<file path="src/rtl/fetch_status_ctl.sv">
module fetch_status_ctl #(
  parameter int NUM_THR = 3,
  parameter int PC_W    = 32,
  parameter int REQ_W   = 4,
  localparam int TID_W  = (NUM_THR > 1) ? $clog2(NUM_THR) : 1
) (
  input  logic                 clk,
  input  logic                 rst_n,
  input  logic [NUM_THR-1:0]   thr_en,
  input  logic                 ctx_switch,
  input  logic [NUM_THR-1:0]   dec_blk,
  input  logic [NUM_THR-1:0]   dec_unblk,
  input  logic [NUM_THR-1:0]   ren_blk,
  input  logic [NUM_THR-1:0]   ren_unblk,
  input  logic [NUM_THR-1:0]   exe_blk,
  input  logic [NUM_THR-1:0]   exe_unblk,
  input  logic [NUM_THR-1:0]   cmt_blk,
  input  logic [NUM_THR-1:0]   cmt_unblk,
  input  logic                 cmt_sq_vld,
  input  logic [TID_W-1:0]     cmt_sq_tid,
  input  logic [PC_W-1:0]      cmt_sq_pc,
  input  logic [NUM_THR-1:0]   rob_sq,
  input  logic                 dec_sq_vld,
  input  logic [TID_W-1:0]     dec_sq_tid,
  input  logic [PC_W-1:0]      dec_sq_pc,
  input  logic                 miss_vld,
  input  logic [TID_W-1:0]     miss_tid,
  input  logic [REQ_W-1:0]     miss_req,
  input  logic                 fill_vld,
  input  logic [TID_W-1:0]     fill_tid,
  input  logic [REQ_W-1:0]     fill_req,
  input  logic                 fetch_vld,
  input  logic [TID_W-1:0]     fetch_tid,
  input  logic                 park_vld,
  input  logic [TID_W-1:0]     park_tid,
  input  logic [1:0]           park_kind,
  output logic [3*NUM_THR-1:0] thr_state,
  output logic                 stage_active,
  output logic                 redir_vld,
  output logic [TID_W-1:0]     redir_tid,
  output logic [PC_W-1:0]      redir_pc,
  output logic [PC_W-1:0]      redir_npc
);

  localparam logic [2:0] S_RUN  = 3'd0;
  localparam logic [2:0] S_IDLE = 3'd1;
  localparam logic [2:0] S_SQ   = 3'd2;
  localparam logic [2:0] S_BLK  = 3'd3;
  localparam logic [2:0] S_MISS = 3'd4;
  localparam logic [2:0] S_MDON = 3'd5;
  localparam logic [2:0] S_TRAP = 3'd6;
  localparam logic [2:0] S_QUI  = 3'd7;

  logic [NUM_THR-1:0] f_dec, f_ren, f_exe, f_cmt;
  logic [NUM_THR-1:0] f_dec_d, f_ren_d, f_exe_d, f_cmt_d;
  logic [NUM_THR-1:0] stalled_d;
  logic [NUM_THR-1:0] cmt_hit, dec_hit, fill_ok, miss_hit, fetch_hit, park_hit;
  logic [2:0]         st_q [NUM_THR];
  logic [2:0]         st_d [NUM_THR];
  logic [REQ_W-1:0]   req_q [NUM_THR];
  logic               cmt_ok;

  assign f_dec_d   = (f_dec | dec_blk) & ~dec_unblk;
  assign f_ren_d   = (f_ren | ren_blk) & ~ren_unblk;
  assign f_exe_d   = (f_exe | exe_blk) & ~exe_unblk;
  assign f_cmt_d   = (f_cmt | cmt_blk) & ~cmt_unblk;
  assign stalled_d = f_dec_d | f_ren_d | f_exe_d | f_cmt_d | {NUM_THR{ctx_switch}};
  assign cmt_ok    = cmt_sq_vld && (int'(cmt_sq_tid) < NUM_THR);

  always_ff @(posedge clk) begin
    if (!rst_n) begin
      f_dec <= '0;
      f_ren <= '0;
      f_exe <= '0;
      f_cmt <= '0;
    end else begin
      f_dec <= f_dec_d;
      f_ren <= f_ren_d;
      f_exe <= f_exe_d;
      f_cmt <= f_cmt_d;
    end
  end

  for (genvar t = 0; t < NUM_THR; t++) begin : g_thr
    assign cmt_hit[t]   = cmt_sq_vld && (cmt_sq_tid == TID_W'(t));
    assign dec_hit[t]   = dec_sq_vld && (dec_sq_tid == TID_W'(t)) && !cmt_ok &&
                          !rob_sq[t] && (st_q[t] != S_SQ);
    assign fill_ok[t]   = fill_vld && (fill_tid == TID_W'(t)) && (st_q[t] == S_MISS) &&
                          (fill_req == req_q[t]);
    assign miss_hit[t]  = miss_vld && (miss_tid == TID_W'(t));
    assign fetch_hit[t] = fetch_vld && (fetch_tid == TID_W'(t));
    assign park_hit[t]  = park_vld && (park_tid == TID_W'(t));
    assign thr_state[3*t +: 3] = st_q[t];

    always_comb begin
      st_d[t] = st_q[t];
      if (cmt_hit[t] || rob_sq[t] || dec_hit[t])
        st_d[t] = S_SQ;
      else if (fill_ok[t])
        st_d[t] = stalled_d[t] ? S_BLK : S_MDON;
      else if (stalled_d[t] && st_q[t] != S_MISS)
        st_d[t] = S_BLK;
      else if (st_q[t] == S_BLK || st_q[t] == S_SQ)
        st_d[t] = S_RUN;
      else if (st_q[t] == S_RUN && miss_hit[t])
        st_d[t] = S_MISS;
      else if (st_q[t] == S_MDON && fetch_hit[t])
        st_d[t] = S_RUN;
      else if (st_q[t] == S_RUN && park_hit[t]) begin
        case (park_kind)
          2'd0:    st_d[t] = S_TRAP;
          2'd1:    st_d[t] = S_QUI;
          2'd2:    st_d[t] = S_IDLE;
          default: st_d[t] = S_RUN;
        endcase
      end
    end

    always_ff @(posedge clk) begin
      if (!rst_n) begin
        st_q[t]  <= S_RUN;
        req_q[t] <= '0;
      end else begin
        st_q[t] <= st_d[t];
        if (st_d[t] == S_MISS && st_q[t] != S_MISS) req_q[t] <= miss_req;
      end
    end

    p_cmt_wins_r4: assert property (@(posedge clk) disable iff (!rst_n)
      cmt_hit[t] |=> st_q[t] == S_SQ);

    p_rob_hold_r5: assert property (@(posedge clk) disable iff (!rst_n)
      rob_sq[t] |=> st_q[t] == S_SQ);

    p_miss_kept_r7: assert property (@(posedge clk) disable iff (!rst_n)
      (st_q[t] == S_MISS && !cmt_hit[t] && !rob_sq[t] && !dec_hit[t] && !fill_vld)
      |=> st_q[t] == S_MISS);

    p_mdon_resume_r8: assert property (@(posedge clk) disable iff (!rst_n)
      (st_q[t] == S_MDON && fetch_hit[t] && !cmt_hit[t] && !rob_sq[t] && !dec_hit[t] &&
       !stalled_d[t]) |=> st_q[t] == S_RUN);
  end

  always_comb begin
    stage_active = 1'b0;
    for (int t = 0; t < NUM_THR; t++)
      if (thr_en[t] && (st_q[t] == S_RUN || st_q[t] == S_SQ || st_q[t] == S_MDON))
        stage_active = 1'b1;
  end

  always_ff @(posedge clk) begin
    if (!rst_n) begin
      redir_vld <= 1'b0;
      redir_tid <= '0;
      redir_pc  <= '0;
      redir_npc <= '0;
    end else if (cmt_ok) begin
      redir_vld <= 1'b1;
      redir_tid <= cmt_sq_tid;
      redir_pc  <= cmt_sq_pc;
      redir_npc <= cmt_sq_pc + PC_W'(4);
    end else if (|dec_hit) begin
      redir_vld <= 1'b1;
      redir_tid <= dec_sq_tid;
      redir_pc  <= dec_sq_pc;
      redir_npc <= dec_sq_pc + PC_W'(4);
    end else begin
      redir_vld <= 1'b0;
    end
  end

  p_redir_r4: assert property (@(posedge clk) disable iff (!rst_n)
    cmt_ok |=> redir_vld && redir_pc == $past(cmt_sq_pc) &&
               redir_npc == $past(cmt_sq_pc) + PC_W'(4));

  p_no_blk_rel_r2: assert property (@(posedge clk) disable iff (!rst_n)
    ((dec_blk & dec_unblk) | (ren_blk & ren_unblk) | (exe_blk & exe_unblk) |
     (cmt_blk & cmt_unblk)) == '0);

endmodule

</file>
<file path="config.mk">
export PLATFORM = sky130hd
export DESIGN_NAME = fetch_status_ctl
export DESIGN_NICKNAME = d
export VERILOG_FILES = /design/src/rtl/fetch_status_ctl.sv
export SDC_FILE = /design/constraint.sdc
export NUM_CORES = 1
export LEC_CHECK = 0
export BUFFER_PORTS_ARGS = -buffer_cell sky130_fd_sc_hd__buf_2
export CAP_MARGIN = 5
export CORE_MARGIN = 4
export CORE_UTILIZATION = 45
export DETAILED_ROUTE_END_ITERATION = 6
export PLACE_DENSITY = 0.88
export SYNTH_ARGS = -nofsm -noshare
export SYNTH_HDL_FRONTEND = slang
export SYNTH_SLANG_ARGS = --single-unit
</file>
<file path="constraint.sdc">
create_clock -name clk -period 2.7 [get_ports clk]
set_input_delay 0.135 -clock clk [delete_from_list [all_inputs] [get_ports clk]]
set_output_delay 0.135 -clock clk [all_outputs]
set_load 0.01 [all_outputs]
</file>
### Word level (Yosys, flattened, before mapping)

Memories as Yosys holds them, arrays and structs flattened.
Cells that the tools add are included.

* register bits after elaboration: 79
* latch bits: 0
* memory bits (writable): 21
* ROM bits: 0
* input bits: 125
* memories kept: 2

Memory list
* req_q: depth 3, bits a word 4, rd ports 3, clocked after Yosys merged registers in 0, write ports 3, RTL line 60 `logic [REQ_W-1:0] req_q [NUM_THR];`
* st_q: depth 3, bits a word 3, rd ports 3, clocked after Yosys merged registers in 0, write ports 3, RTL line 58 `logic [2:0] st_q [NUM_THR];`

* add/subtract/negate cells: 2
* $mul: 0
* div/mod/pow operators: 0
* $lt $le $gt $ge: 1
* equal/unequal tests: 38
* shift operators: 0
* mux-type cells: 53
* bitwise logic cells: 22
* reduce and logical (&&, ||, !) cells: 83

Operators by type and width (number)
* 32-bit 2-to-1 mux: 4
* 3-bit 2-to-1 mux: 27
* 32-bit by 3-bit adder with 32-bit output, second input constant: 2
* 1-bit logical AND: 52
* 3-bit == test, second input constant: 9
* 3-bit bitwise OR: 8
* 3-bit by 2-bit == test with 1-bit output, second input constant: 6
* 1-bit 2-to-1 mux: 16
* 1-bit logical OR: 15
* 2-bit by 1-bit == test with 1-bit output, second input constant: 7
* 2-bit == test, second input constant: 7
* 2-bit logical NOT: 7
* 3-bit AND: 4
* 4-bit == test: 3
* 4-bit 2-to-1 mux: 3
* 3-bit NOT: 4
* 3-bit logical NOT: 3
* 3-bit by 2-bit inequality test with 1-bit output, second input constant: 3
* 3-bit inequality test, second input constant: 3
* 3-bit one-hot mux with 3 select lines: 1
* 1-bit bitwise OR: 6
* 1-bit logical NOT: 4
* 2-bit 2-to-1 mux: 2
* 3-bit OR reduction: 1
* other kinds (2): 2

### Logic depth before layout (Yosys ltp)

* depth in word-level cells: 16
* depth in mapped cells: 13

### Worst setup path after synthesis

OpenSTA, ideal clock, no wires.

* path kind: input to register
* from: input cmt_sq_vld
* to: register redir_npc[28]
* library setup time: 0.117 ns
* arrival: 2.702 ns
* setup slack: -0.119 ns
* stages: 13
* cells stage by stage: a21bo_1 -> buf_6 -> clkbuf_1 -> clkbuf_1 -> mux2i_1 -> inv_1 -> ha_1 -> and2_1 -> nand4_1 -> a222oi_1 -> nand2_1 -> xor2_1 -> a22o_1

* longest elaborated chain between the ends: 7
* elaborated cells on any way between the ends: 14
* classes of those cells: mux (1); reduce/logical (13)

RTL lines
* start, declared: RTL line 19 `input logic cmt_sq_vld,`
* 1-bit logical AND (*): RTL line 68 `assign cmt_ok = cmt_sq_vld && (int'(cmt_sq_tid) < NUM_THR);`
* 1-bit logical NOT: RTL line 86 `assign dec_hit[t] = dec_sq_vld && (dec_sq_tid == TID_W'(t)) && !cmt_ok &&`
* 1-bit logical AND (2 in series): RTL line 86
* 1-bit logical AND: RTL line 87 `!rob_sq[t] && (st_q[t] != S_SQ);`
* 3-bit OR reduction: RTL line 162 `end else if (|dec_hit) begin`
* 2-bit nonzero test (no line)
* end signal, assigned: RTL line 161 `redir_npc <= cmt_sq_pc + PC_W'(4);`
* end signal, assigned: RTL line 166 `redir_npc <= dec_sq_pc + PC_W'(4);`
* end, declared: RTL line 42 `output logic [PC_W-1:0] redir_npc`

Every way passes the cells marked *; elsewhere a longest branch is shown, timed or not.
A chain may end at the register's enable or synchronous reset.

==> key figures <==
Synth
  – Top-count cell post-synth: dfxtp_1
  – Synth warn: 0
  – Register area share after synthesis: 0.3936
  – Syn nets: 763
  – Top post-synthesis cells by area: dfxtp_1 (33%), edfxtp_1 (6.8%), nor2_1 (5.7%)
  – Avg Cell Area, Syn: roughly 8.3 µm²
  – Post-synthesis instance area: ~5300 µm²
  – Synth area leader: dfxtp_1
  – Prevailing post-synth register cell: dfxtp_1
  – Ys async rst share: 0
  – Most frequent cells after synthesis: dfxtp_1 (86), nor2_1 (81), nand2_1 (69)
  – Mapped Cells: 635
  – #FFs+latches synth: just under 100
  – Cell variety after synth: between 60 and 70
  – Synth top area share: 0.3254
  – EDFF count, synth: 12

Layout
  – Area delta synth->final: 28.95%
  – Layout net count: ~960
  – Filler cell count in the final layout: about 1000
  – Diodes inserted: 0
  – Share of cells above drive strength 1: 0.2932
  – Fin cells: 982

Worst setup path
  – CP Capture Type: flop
  – R2r setup slk: 0.37 ns
  – Worst reg2reg path depth: 6
  – Critical path class: reg -> reg
  – FF-to-FF Start: st_q[0][2]$_SDFF_PN0_
  – R2R Path End: req_q[0][3]$_SDFFCE_PN0P_
  – Worst Setup Start Kind: flop
  – Worst-path fanout max: 8
  – CP required: ~2.7 ns
  – Slowest cell delay on critical path: between 0.5 and 0.6 ns
  – Crit path max-delay cell type: nor4bb_1
  – Crit path from: st_q[0][2]$_SDFF_PN0_
  – End of the critical path: req_q[0][3]$_SDFFCE_PN0P_
  – Worst path cell trace: nor3_1, nor4bb_1, nor2_1, a21oi_1, and4_1, nand2b_1
  – Critical Path AT: 2.37 ns

Power and ir drop
  – Leak: 3.048 nW
  – Power Total: between 3 and 4 mW
  – Peak VDD IR: approximately 0.00027 V
  – PD cells: approximately 540 nW/µm²

CTS
  – CTS tree: built
  – Deepest clock path buffer count: 2
  – H-Tree Depth: 3
  – TritonCTS buffer count: 9
  – Worst-path clk slew: 0.07 ns
  – Worst skew pair latency: roughly 0.35 ns
  – Post_cts resized: 0
  – CTS Hold Bufs: 6
  – Post-CTS Setup Repair Bufs: 0
  – Clk sink count: 98
  – Root buffer cell: clkbuf_16

Global route
  – Remaining Overflow, GRT: 0
  – All-layer global routing usage: 0.2484
  – Vias in the first global route: between 5000 and 6000
  – First-pass GRT wire length: about 26 mm
  – Initial antenna violation count: 0
  – Largest net degree at the start of global routing: between 50 and 60

STA
  – Max_slew headroom: 0.5690
  – Tmin final: about 2.3 ns
  – RSZ-0062 raised after global routing: false
  – Fin crit share: 0.8645
  – Top achievable clock speed: approximately 430 MHz
  – Setup TNS: 0 ns
  – Worst-Margin Slew: about 0.65 ns
  – Slew Limit Fails: 0
  – Final hold vios: 0
  – Clk_skew: 0.01057 ns
  – Final-report setup violation count: 0

Die
  – Die Height: around 120 µm
  – Starting Density: 0.4613
  – Site Rows: 39
  – Die width: 116.4 µm
  – Core Area: 11470 µm²
  – Full die area: between 10000 and 15000 µm²
  – Top-level port count: a little over 200

Drt
  – DRC Markers: 0
  – WL final: between 15 and 20 mm
  – DRT antenna net count: 0
  – Via count: 5587
  – WL/cell: 17.58 µm
  – Via/cell ratio: 5.689
  – DR iter-0 viols: 610
  – Detailed Routing Iterations Pass 1: 5

Outcome
  – Outcome: complete, no violations

Place
  – GP Congestion: between 0.9 and 1
  – Dpl hpwl: roughly 14 mm
  – IO Port Bufs: 201
  – Placed Instances: 960

Run
  – Max_cap viols: 0

Hold path
  – Tightest Hold Check Type: in -> reg
-- critical path: cells and delay by family, from the launching register on --
family	cells	cell delay [ns]
AOI/OAI and AO/OA	1	0.18
DFF	1	0.37
and+or+nand+nor	5	1.46
-- flip-flops by register name, indices dropped and copies added, names as in the netlist --
signal / count
redir_pc: 32
redir_npc: 30
req_q: 12
st_q: 9
f_cmt: 3
f_dec: 3
f_exe: 3
f_ren: 3
redir_tid: 2
redir_vld: 1
-- where the power goes --
group	leakage, nW	internal, mW	switching [mW]
registers	0.834	1.58	0.0622
logic	2.09	0.331	0.461
clock network	0.126	0.636	0.585
-- worst min-delay path by stage --
stage | from | end | cells after the start
after floorplan | cmt_unblk[1] | f_cmt[1]$_SDFF_PN0_ | 1
after global placement | cmt_unblk[2] | f_cmt[2]$_SDFF_PN0_ | 2
after detailed placement | cmt_unblk[2] | f_cmt[2]$_SDFF_PN0_ | 2
after CTS | dec_blk[2] | f_dec[2]$_SDFF_PN0_ | 3
after global routing | cmt_sq_pc[0] | redir_pc[0]$_SDFFE_PN0P_ | 3
final | dec_blk[2] | f_dec[2]$_SDFF_PN0_ | 3
-- kinds of logic after synthesis --
kind of cell	synth area share
AOI/OAI and AO/OA	0.1802
xor gates and xnor gates	0.06291
buffers and inverters	0.03713
DFF	0.3936
muxes	0.04943
adders and majority gates	0.007096
and+or+nand+nor	0.2696
-- cell type report --
cell class | count | area, µm² | share of cell area
inverters | 14 | 52.55 | 0.007704
well taps | 143 | 178.9 | 0.02623
clock buffers | 10 | 229.0 | 0.03357
multi-input cells | 490 | 3034 | 0.4448
flip-flops and latches | 98 | 2082 | 0.3052
repair buffers | 221 | 1196 | 0.1753
clock inverters | 6 | 48.80 | 0.007153
-- stage by stage --
stage	util	hold WS, ns	instance area (µm²)	worst slack, ns
6_report	0.5949	0.04578	6822	0.3659
5_1_grt	0.5949	0.06058	6822	0.1930
4_1_cts	0.5949	0.04358	6822	0.4005
3_5_place_dp	0.5654	0.3194	6484	0.2451
3_3_place_gp	0.5654	0.3179	6484	0.2955
2_1_floorplan	-	0.2143	5291	0.04005
-- metal layers --
metal  global-route usage  wire length, µm  vias up
li1                     -                -     2728
met1               0.3135             6952     2522
met2               0.4085             7972      300
met3              0.06528             1892       37
met4              0.09203              450        0
met5                    0                0        -
-- cell usage in the layout, fill, tap and decap left out, types with 7 or more instances in the layout --
master and instances:
edfxtp_1 12, o21bai_1 7, nand2_1 69, nand4_1 22, xor2_1 16, buf_4 12, and4_1 8, clkbuf_16 9
xnor2_1 22, dfxtp_1 86, mux2i_1 25, nor2_1 81, nor3_1 18, o21ai_0 18, inv_1 13, a21oi_1 27
buf_2 201, a211oi_1 31, nand3_1 35
No activity file was read; power rests on OpenSTA's default activity.
